==> src/rtl/chpack_pkg.sv <==
`timescale 1ns/1ps
package chpack_pkg;
  localparam int DEF_CHAR_W = 6;
  localparam int DEF_SLOTS  = 4;

  typedef enum logic {DIR_IN = 1'b0, DIR_OUT = 1'b1} dir_e;
endpackage

==> src/rtl/chpack_parity.sv <==
`timescale 1ns/1ps
// Parity generator: returns the bit that gives the whole character the
// selected sense (even_i=1 even, even_i=0 odd).
module chpack_parity #(
  parameter int W = 6
) (
  input  logic [W-1:0] data_i,
  input  logic         even_i,
  output logic         par_o
);
  assign par_o = (^data_i) ^ ~even_i;
endmodule

==> src/rtl/chpack_slots.sv <==
`timescale 1ns/1ps
// Lane steering: inserts a character into slot sel_i and extracts slot sel_i.
// Slot 0 is the most significant lane of the word.
module chpack_slots #(
  parameter int CHAR_W = 6,
  parameter int SLOTS  = 4,
  localparam int WORD_W = CHAR_W * SLOTS,
  localparam int SEL_W  = (SLOTS > 1) ? $clog2(SLOTS) : 1
) (
  input  logic [WORD_W-1:0] word_i,
  input  logic [SEL_W-1:0]  sel_i,
  input  logic [CHAR_W-1:0] char_i,
  output logic [WORD_W-1:0] word_o,
  output logic [CHAR_W-1:0] char_o
);
  logic [CHAR_W-1:0] lane [SLOTS];

  for (genvar g = 0; g < SLOTS; g++) begin : g_lane
    localparam int HI = WORD_W - 1 - CHAR_W * g;
    assign lane[g] = word_i[HI -: CHAR_W];
    assign word_o[HI -: CHAR_W] = (sel_i == SEL_W'(g)) ? char_i : word_i[HI -: CHAR_W];
  end

  assign char_o = lane[sel_i];
endmodule

==> src/rtl/chpack_buffer.sv <==
`timescale 1ns/1ps
module chpack_buffer
  import chpack_pkg::*;
#(
  parameter int CHAR_W = DEF_CHAR_W,
  parameter int SLOTS  = DEF_SLOTS,
  localparam int WORD_W = CHAR_W * SLOTS,
  localparam int SEL_W  = (SLOTS > 1) ? $clog2(SLOTS) : 1
) (
  input  logic              clk,
  input  logic              rst,
  input  logic              cmd_valid,
  input  logic              cmd_connect,
  input  logic              cmd_dir_out,
  input  logic              cmd_bcd,
  input  logic [SEL_W-1:0]  cmd_cpw,
  input  logic              cmd_drain,
  input  logic              irq_en,
  input  logic              err_clr,
  input  logic              ch_in_stb,
  input  logic [CHAR_W-1:0] ch_in_data,
  input  logic              ch_in_par,
  input  logic              ch_eor,
  input  logic              ch_req,
  output logic              ch_out_valid,
  output logic [CHAR_W-1:0] ch_out_data,
  output logic              ch_out_par,
  input  logic              wd_rd,
  output logic              wd_loaded,
  output logic [WORD_W-1:0] wd_rdata,
  input  logic              wd_wr,
  input  logic [WORD_W-1:0] wd_wdata,
  output logic              wd_ready,
  output logic              active,
  output logic              err_flag,
  output logic              irq_word,
  output logic              irq_record
);
  // mode and state registers
  logic              active_q, bcd_q, full_q, drain_q, err_q;
  dir_e              dir_q;
  logic [SEL_W-1:0]  cpw_q, cnt_q;
  logic [WORD_W-1:0] word_q;
  logic              irq_word_q, irq_rec_q;
  logic              out_vld_q, out_par_q;
  logic [CHAR_W-1:0] out_data_q;

  // datapath helpers
  logic [WORD_W-1:0] ins_word;
  logic [CHAR_W-1:0] ext_char, nxt_char;
  logic              in_par_exp, out_par_gen, par_bad, last_slot;
  logic              in_mode, out_mode;

  chpack_slots #(.CHAR_W(CHAR_W), .SLOTS(SLOTS)) u_slots (
    .word_i (word_q),
    .sel_i  (cnt_q),
    .char_i (ch_in_data),
    .word_o (ins_word),
    .char_o (ext_char)
  );

  chpack_parity #(.W(CHAR_W)) u_par_in (
    .data_i (ch_in_data),
    .even_i (bcd_q),
    .par_o  (in_par_exp)
  );

  assign nxt_char = full_q ? ext_char : '0;

  chpack_parity #(.W(CHAR_W)) u_par_out (
    .data_i (nxt_char),
    .even_i (bcd_q),
    .par_o  (out_par_gen)
  );

  assign par_bad   = (in_par_exp != ch_in_par);
  assign last_slot = (cnt_q == cpw_q);
  assign in_mode   = active_q && (dir_q == DIR_IN);
  assign out_mode  = active_q && (dir_q == DIR_OUT);

  always_ff @(posedge clk) begin
    if (rst) begin
      active_q   <= 1'b0;
      dir_q      <= DIR_IN;
      bcd_q      <= 1'b0;
      cpw_q      <= '0;
      cnt_q      <= '0;
      word_q     <= '0;
      full_q     <= 1'b0;
      drain_q    <= 1'b0;
      err_q      <= 1'b0;
      irq_word_q <= 1'b0;
      irq_rec_q  <= 1'b0;
      out_vld_q  <= 1'b0;
      out_data_q <= '0;
      out_par_q  <= 1'b0;
    end else begin
      irq_word_q <= 1'b0;
      irq_rec_q  <= 1'b0;
      out_vld_q  <= 1'b0;
      if (err_clr) err_q <= 1'b0;

      // processor collects an assembled word, also after the link closed
      if ((dir_q == DIR_IN) && full_q && wd_rd) begin
        word_q <= '0;
        cnt_q  <= '0;
        full_q <= 1'b0;
      end

      if (cmd_valid) begin
        active_q <= cmd_connect;
        dir_q    <= cmd_dir_out ? DIR_OUT : DIR_IN;
        bcd_q    <= cmd_bcd;
        cpw_q    <= cmd_cpw;
        word_q   <= '0;
        cnt_q    <= '0;
        full_q   <= 1'b0;
        drain_q  <= 1'b0;
      end else if (in_mode) begin
        if (ch_in_stb) begin
          if (full_q) begin
            err_q <= 1'b1;                  // overrun: character dropped
          end else begin
            word_q <= ins_word;
            if (par_bad) err_q <= 1'b1;
            if (last_slot) begin
              full_q     <= 1'b1;
              cnt_q      <= '0;
              irq_word_q <= irq_en;
            end else begin
              cnt_q <= cnt_q + 1'b1;
            end
          end
        end else if (ch_eor) begin
          active_q  <= 1'b0;
          irq_rec_q <= irq_en;
          if (!full_q && (cnt_q != '0)) begin
            full_q <= 1'b1;                 // low slots already zero
            cnt_q  <= '0;
          end
        end
      end else if (out_mode) begin
        if (wd_wr && !full_q && !drain_q) begin
          word_q <= wd_wdata;
          full_q <= 1'b1;
          cnt_q  <= '0;
        end
        if (ch_req) begin
          out_vld_q  <= 1'b1;
          out_data_q <= nxt_char;
          out_par_q  <= out_par_gen;
          if (full_q) begin
            if (last_slot) begin
              full_q     <= 1'b0;
              cnt_q      <= '0;
              irq_word_q <= irq_en;
            end else begin
              cnt_q <= cnt_q + 1'b1;
            end
          end
        end
        if (cmd_drain) drain_q <= 1'b1;
        if (drain_q && !full_q) begin
          active_q  <= 1'b0;
          drain_q   <= 1'b0;
          irq_rec_q <= irq_en;
        end
      end
    end
  end

  assign ch_out_valid = out_vld_q;
  assign ch_out_data  = out_data_q;
  assign ch_out_par   = out_par_q;
  assign wd_loaded    = full_q && (dir_q == DIR_IN);
  assign wd_rdata     = word_q;
  assign wd_ready     = out_mode && !full_q && !drain_q;
  assign active       = active_q;
  assign err_flag     = err_q;
  assign irq_word     = irq_word_q;
  assign irq_record   = irq_rec_q;
endmodule

==> config.mk <==
export PLATFORM = sky130hd
export DESIGN_NAME = chpack_buffer
export DESIGN_NICKNAME = d
export VERILOG_FILES = /design/src/rtl/chpack_pkg.sv /design/src/rtl/chpack_parity.sv /design/src/rtl/chpack_slots.sv /design/src/rtl/chpack_buffer.sv
export SDC_FILE = /design/constraint.sdc
export NUM_CORES = 1
export LEC_CHECK = 0
export ABC_AREA = 1
export BUFFER_PORTS_ARGS = -buffer_cell sky130_fd_sc_hd__buf_4
export CORE_MARGIN = 2
export CORE_UTILIZATION = 40
export CTS_CLUSTER_SIZE = 20
export DETAILED_ROUTE_END_ITERATION = 6
export GPL_TIMING_DRIVEN = 0
export HOLD_SLACK_MARGIN = 0.1
export PLACE_DENSITY = 0.67
export SYNTH_ARGS = -nofsm -noshare
export SYNTH_HDL_FRONTEND = slang
export SYNTH_SLANG_ARGS = --single-unit
==> constraint.sdc <==
create_clock -name clk -period 1.5 [get_ports clk]
set_input_delay 0.225 -clock clk [delete_from_list [all_inputs] [get_ports clk]]
set_output_delay 0.225 -clock clk [all_outputs]
set_load 0.005 [all_outputs]
==> metrics.md, run 1 <==
| Metric | Value |
|---|---|
| Failing checks | negative setup slack |
| Clock tree buffer depth | 2 |
| Final worst-path cycle share | 1.051 |
| Clk pwr share | 0.312 |
| Cell leakage power | 1.898 nW |
| Highest metal used | met4 |
| Crit path largest cell delay | 0.35 ns |
| Worst vdd ir | 0.2958 mV |
| Die width | 88.29 um |
| Slew headroom | 0.5187 |
| Reg-to-Reg Start | cnt_q[0] |
| DR vias/cell | 4.809 |
| Pint | 1.794 mW |
| Synth Cell Area | 2841 um^2 |
| CP startpoint | cnt_q[0] |
| WL final | 8334 um |
| Clk_skew | 0.008779 ns |
| Setup slack after layout | -0.07632 ns |
| Worst EP arrival | 1.78 ns |
| CTS tree | done |
| Initial DRT Pass Iterations | 4 |
| DR DRC count | 0 |
| GPL Wtd Cong | 0.8629 |
| Setup WS pre-CTS | -0.1189 ns |
| Port buffer count | 83 |
| Nature of the critical path startpoint | flip-flop |
| Die area | 7794 um^2 |
| Core Area | 6832 um^2 |
| Synth Area per Inst | 7.033 um^2 |
| CP required | 1.70 ns |
| Syn-to-layout area delta | 47.86% |
| Crit-path max FO | 6 |
| Max Transition Viols Final | 0 |
| DR WL met3 | 478 um |
| TritonCTS Buffers | 5 |
| WL/cell | 13.60 um |
| H-tree levels | 2 |
| Yosys reg bits | 44 |
| Most frequent cells in the layout | nand2_1, buf_4, nand3_1 |
| Most common cell after layout, fill and taps aside | nand2_1 |
| Critical path class | flip-flop to flip-flop |
| HP Class | input pin to flip-flop |
| Hold_sp | cmd_cpw[1] |
| RSZ-0062 raised after global routing | yes |
| Clock transition at the registers of the reported paths | 0.08 ns |
| FMAX | 634.4 MHz |
| Core Util, Final | 0.6150 |
| Dpl hpwl | 6229 um |
| Wl on met1 | 3758 um |
| Switching pwr | 0.6980 mW |
| # rows | 30 |
| Crit path time final | 1.576 ns |
| Clock Tree Root | clkbuf_8 |
| Routed vias | 2,948 |
| Yosys cell types | 33 |
| Antenna violations before repair | 0 |
| Nets | 567 |
| First DRT Iteration DRCs | 98 |
| Outcome | finished with violations |
| Placed cell areas | 3588 um^2 |
| Seq/Total Area, Yosys | 0.3100 |
| Die Ht | 88.29 um |
| Ratio of cells with drive above 1 in the final layout | 0.4468 |
| Setup-failing EPs final | 26 |
| Nature of the critical path endpoint | flip-flop |
| Sequential Power Share | 0.488 |
| Cells after Synth | 404 |
| Antenna cells | 0 |
| Worst skew pair latency | 0.30 ns |
| Cell Chain, Critical Path | buf_6 > inv_8 > buf_8 > nand2_2 > nand3_2 > nand2_4 > nand2_4 > nand2_2 > nand3_1 > nand2_1 > inv_1 > nand2_1 > nand3_1 > nand2_1 > inv_1 |
| Post-route ant nets | 0 |
| Combinational group share of total power | 0.200 |
| Syn nets | 455 |
| Starting Density | 0.4159 |
| First-pass GRT wire length | 12,920 um |
| Maxcap violations | 0 |
| Vias in the first global route | 2,728 |
| Post-Layout Inst Area | 4202 um^2 |
| Pwr dens | 593.1 nW/um^2 |
| DR WL met2 | 4059 um |
| Worst Max-Slew Pin Slew | 0.7219 ns |
| Final hold vios | 0 |
| Num ports | 85 |
| Critical path's slowest cell | dfxtp_2 |
| Yosys warning count | 0 |
| GRT Resource Usage Total | 0.2119 |
| Grt ovf | 0 |
| Cell mode on critical path | nand2_1 |
| Largest net degree at the start of global routing | 14 |
| Sw Share | 0.2801 |
| CTS sink cnt | 44 |
-- cells by family (layout without fill, tap and decap cells) --
group | count (synthesis) | after routing | share of synthesized area
AO/OA/AOI/OAI | 55 | 55 | 0.1391
XOR/XNOR | 9 | 9 | 0.02774
AND/OR/NAND/NOR | 239 | 239 | 0.4130
flip-flops | 44 | 44 | 0.3100
buffers and inverters | 53 | 166 | 0.09247
adder cells (fa/ha/maj) | 4 | 4 | 0.01761
-- final timing paths --
| path | cells after the start | slack, ns | endpoint |
|---|---|---|---|
| setup / recovery | 15 | -0.08 | ch_out_par |
| hold / removal | 3 | 0.16 | cpw_q[1] |
| setup reg to reg | 15 | -0.08 | ch_out_par |
| hold reg to reg | 2 | 0.48 | err_flag |
-- cell usage after synthesis --
master	instances	area share
nand2_1	128	0.17
or2_1	1	0.0022
ha_1	4	0.018
inv_1	27	0.036
a21oi_2	24	0.074
nand3_1	51	0.090
nand2_8	6	0.042
inv_6	1	0.0031
xnor2_1	6	0.018
a21oi_4	1	0.0057
buf_4	3	0.0079
buf_6	5	0.020
dfxtp_1	44	0.31
nor3_4	1	0.0057
or2_0	3	0.0066
inv_2	3	0.0040
o21ai_0	12	0.021
inv_4	1	0.0022
a211oi_1	1	0.0026
buf_2	6	0.011
xor2_1	3	0.0092
a2111oi_0	1	0.0031
o2111ai_1	2	0.0062
nor2_4	1	0.0040
nand2_4	1	0.0040
a31oi_1	2	0.0044
a21oi_1	11	0.019
nor2_1	14	0.018
nand3b_1	1	0.0026
nor3_1	5	0.0088
clkbuf_1	7	0.0092
nand2_2	27	0.059
o31ai_1	1	0.0026
-- layout make-up --
cell class	count	area, um^2
multi-input combinational	307	1947
sequential	44	894.6
timing repair buffer	105	837.1
fill	667	2630
clock inverter	1	7.507
buffer	21	173.9
inverter	32	135.1
clock buffer	7	86.33
tap	96	120.1
-- registers in the layout (all words and copies together), names as in the netlist, 2 cells and up --
| signal | flops |
|---|---|
| ch_out_data | 6 |
| cnt_q | 2 |
| cpw_q | 2 |
| wd_rdata | 24 |
-- critical path, delay by kind of cell, from the launching register on --
kind	cells	cell delay, ns
flip-flops	1	0.35
buffers and inverters	5	0.39
AND/OR/NAND/NOR	10	0.74
-- metal layers --
| layer | GRT usage | up-vias |
|---|---|---|
| met2 | 0.3636 | 83 |
| met4 | 0.03030 | 0 |
| li1 | - | 1526 |
| met5 | 0 | - |
| met3 | 0.04011 | 4 |
| met1 | 0.2845 | 1335 |
-- power by group through the flow --
stage                     Combinational [mW]  Sequential, mW  Clock [mW]
final                                  0.498            1.22       0.777
after global routing                   0.547            1.22       0.841
after CTS                              0.455            1.21       0.796
after detailed placement               0.431            1.24           0
after global placement                 0.427            1.24           0
after floorplan                        0.256            1.24           0
-- timing repair --
action                                  in CTS  in global routing
endpoints found under the setup margin      30                 31
hold buffers                                 1                  0
buffers inserted                             8                 10
gates resized for setup                     14                 72
cloned                                       0                  3
pin swaps                                    4                 31
hold endpoints to repair                     1                  0
-- through the flow --
| step | setup TNS [ns] | std cells | hold slack (ns) | power (mW) |
|---|---|---|---|---|
| CTS | -0.3657 | 600 | 0.1554 | 2.464 |
| global placement | -2.235 | 583 | 0.4231 | 1.671 |
| floorplan | 0 | 404 | 0.2974 | 1.493 |
| finish | -0.7452 | 613 | 0.1574 | 2.492 |
| global route | -2.454 | 613 | 0.1796 | 2.607 |
| detailed placement | -2.424 | 583 | 0.4226 | 1.675 |
No activity file was read; power rests on OpenSTA's default activity.
==> run 2, diff against run 1 <==
PLACE_DENSITY = 0.65   (was 0.67)
SYNTH_HIERARCHICAL = 1   (was not set)
==> run 2 against run 1 <==
The run still ends with negative setup slack left. Critical path depth is 3 higher. Maximum frequency is 6.6% lower. Synthesized cell count is 45% higher. Sequential share of layout area is 1.2 points lower. Clock skew is 0.0044 ns higher. Core utilization is 7.4 points lower. Final area is 5.8% higher. Synthesized area is 20% higher. Largest power group unchanged.
==> metrics.md, run 2 <==
| Metric | Value |
|---|---|
| Outcome | finished with violations |
| Failing checks | negative setup slack |
| Combinational group share of total power | 0.206 |
| TritonCTS Buffers | 5 |
| Worst reg-to-reg path cell count | 18 |
| Synth top area share | 0.2691 |
| Cells after Synth | 586 |
| Die Ht | 96.24 um |
| Most frequent cells in the layout | nand2_1, buf_4, inv_1 |
| Syn nets | 634 |
| Worst Max-Slew Pin Slew | 0.5463 ns |
| Cell leakage power | 2.289 nW |
| Largest net degree at the start of global routing | 16 |
| RSZ-0062 raised after global routing | yes |
| CP required | 1.76 ns |
| Die width | 96.24 um |
| Seq/Total Area, Yosys | 0.2588 |
| Reg-to-Reg Start | cnt_q[0] |
| Pint | 1.929 mW |
| Synth Cell Area | 3403 um^2 |
| Antenna cells | 0 |
| Worst vdd ir | 0.3294 mV |
| Core Area | 8217 um^2 |
| H-tree levels | 2 |
| FMAX | 592.3 MHz |
| Initial DRT Pass Iterations | 5 |
| DR DRC count | 0 |
| CTS tree | done |
| Nature of the critical path endpoint | flip-flop |
| Area leader, netlist | nand2_1 |
| Setup-failing EPs final | 1 |
| Sequential Power Share | 0.438 |
| Area contributors post-synth | nand2_1, dfxtp_1, inv_1, o211ai_1, a21oi_1 |
| Setup crit end | ch_out_par |
| Die area | 9262 um^2 |
| First-pass GRT wire length | 18,510 um |
| # rows | 33 |
| Ys async rst share | 0 |
| Switching pwr | 0.8667 mW |
| R2R Path End | ch_out_par |
| Starting Density | 0.4142 |
| Clock Tree Root | clkbuf_8 |
| Setup slack after layout | -0.1885 ns |
| Post-synth top cells | nand2_1, inv_1, dfxtp_1 |
| Clk pwr share | 0.357 |
| Sw Share | 0.3100 |
| First DRT Iteration DRCs | 243 |
| DR vias/cell | 5.229 |
| Worst skew pair latency | 0.32 ns |
| Antenna violations before repair | 0 |
| GRT Resource Usage Total | 0.2603 |
| Port buffer count | 83 |
| Total Neg Setup Slack | -0.1885 ns |
| GPL Wtd Cong | 0.9065 |
| Ratio of cells with drive above 1 in the final layout | 0.2628 |
| Fin Hold WS | 0.1440 ns |
| Setup WS pre-CTS | -0.3281 ns |
| Filler cells | 874 |
| Nature of the critical path startpoint | flip-flop |
| Final hold vios | 0 |
| Pwr dens | 628.8 nW/um^2 |
| Register area | 892.1 um^2 |
| Syn-to-layout area delta | 30.66% |
| Critical path class | flip-flop to flip-flop |
| Area of the multi-input gates | 2083 um^2 |
| Num ports | 85 |
| Worst EP arrival | 1.95 ns |
| Crit path time final | 1.688 ns |
| Routed vias | 4,131 |
| CP startpoint | cnt_q[0] |
| CTS sink cnt | 44 |
| Crit-path max FO | 5 |
| Slew headroom | 0.6358 |
| Grt ovf | 0 |
| Most common cell after layout, fill and taps aside | nand2_1 |
| Nets | 732 |
| Maxcap violations | 0 |
| Number of flops mapped to enable cells by yosys | 0 |
| Clk_skew | 0.01317 ns |
| Final worst-path cycle share | 1.126 |
| Clock transition at the registers of the reported paths | 0.10 ns |
| Yosys warning count | 6 |
| WL final | 11,690 um |
| Dpl hpwl | 8784 um |
| WL/cell | 14.80 um |
| Yosys cell types | 30 |
| Vias in the first global route | 3,708 |
| Worst R2R Setup Slack | -0.19 ns |
| HP Class | input pin to flip-flop |
| Clock tree buffer depth | 2 |
| Post-route ant nets | 0 |
| Yosys reg bits | 44 |
| Max reg flops | 24 |
| Max Transition Viols Final | 0 |
| Synth Area per Inst | 5.808 um^2 |
| Most frequent cell after synthesis | nand2_1 |
| Post-synth top flop | dfxtp_1 |
[run 2: worst min-delay path by stage]
stage / endpoint / slack [ns] / cells past startpoint / from
final: err_flag / 0.14 / 4 / err_clr
after global routing: bcd_q / 0.18 / 3 / cmd_bcd
after CTS: err_flag / 0.14 / 4 / err_clr
after detailed placement: ch_out_data[0] / 0.43 / 2 / rst
after global placement: ch_out_data[1] / 0.43 / 2 / rst
after floorplan: ch_out_data[0] / 0.30 / 1 / rst
[run 2: what timing repair did]
action                                  CTS  global route
buffers inserted                          5             0
hold buffers                              1             0
endpoints found under the hold margin     2             0
endpoints found under the setup margin    7            21
pin swaps                                 2             2
gates resized for setup                  27            19
cloned                                    1             1
[run 2: cells by family after synthesis]
family | count (synthesis) | share of synthesized area
DFF | 44 | 0.2588
and+or+nand+nor | 340 | 0.4221
adders and majority gates | 1 | 0.003676
buffers and inverters | 107 | 0.1456
AOI/OAI and AO/OA | 94 | 0.1699
[run 2: through the flow]
stage                     cells  total power [mW]  utilization  area (um^2)
after detailed placement    774             1.802       0.5074         4169
after floorplan             586             1.557            -         3415
final                       790             2.796       0.5412         4447
after global routing        790             2.920       0.5412         4447
after global placement      774             1.795       0.5074         4169
after CTS                   789             2.793       0.5359         4403
[run 2: critical path, cell delays in order, from the launching register on]
cell and delay, ns:
dfxtp_4 0.39, inv_4 0.07, buf_6 0.11, nand2_1 0.05, nand2_1 0.08, nand2_1 0.08, nand2_2 0.09, nand2_2 0.07
inv_2 0.06, inv_1 0.03, nand2_1 0.07, nand2_1 0.06, nand2_1 0.07, nand2_1 0.06, nand2_1 0.06, inv_1 0.03
nor2_1 0.08, nand2_1 0.07, a21oi_2 0.10
[run 2: per-layer routing]
| metal | wire [um] | global-route usage |
|---|---|---|
| met2 | 5584 | 0.4508 |
| met5 | 0 | 0 |
| met4 | 163 | 0.07976 |
| met3 | 743 | 0.03837 |
| met1 | 5203 | 0.3314 |
[run 2: final cells by class]
cell class / count / share of cell area
Buffer: 35 / 0.05853
Clock buffer: 5 / 0.01548
Clock inverter: 3 / 0.01069
Inverter: 72 / 0.06162
Multi-Input combinational cell: 435 / 0.4685
Sequential cell: 44 / 0.2006
Tap cell: 105 / 0.02954
Timing Repair Buffer: 91 / 0.1550
[run 2: power groups by stage]
stage	combinational, mW	clock [mW]	sequential (mW)
2_1_floorplan	0.313	0	1.24
3_3_place_gp	0.544	0	1.25
3_5_place_dp	0.550	0	1.25
4_1_cts	0.565	1.01	1.22
5_1_grt	0.641	1.05	1.23
6_report	0.576	0.997	1.22
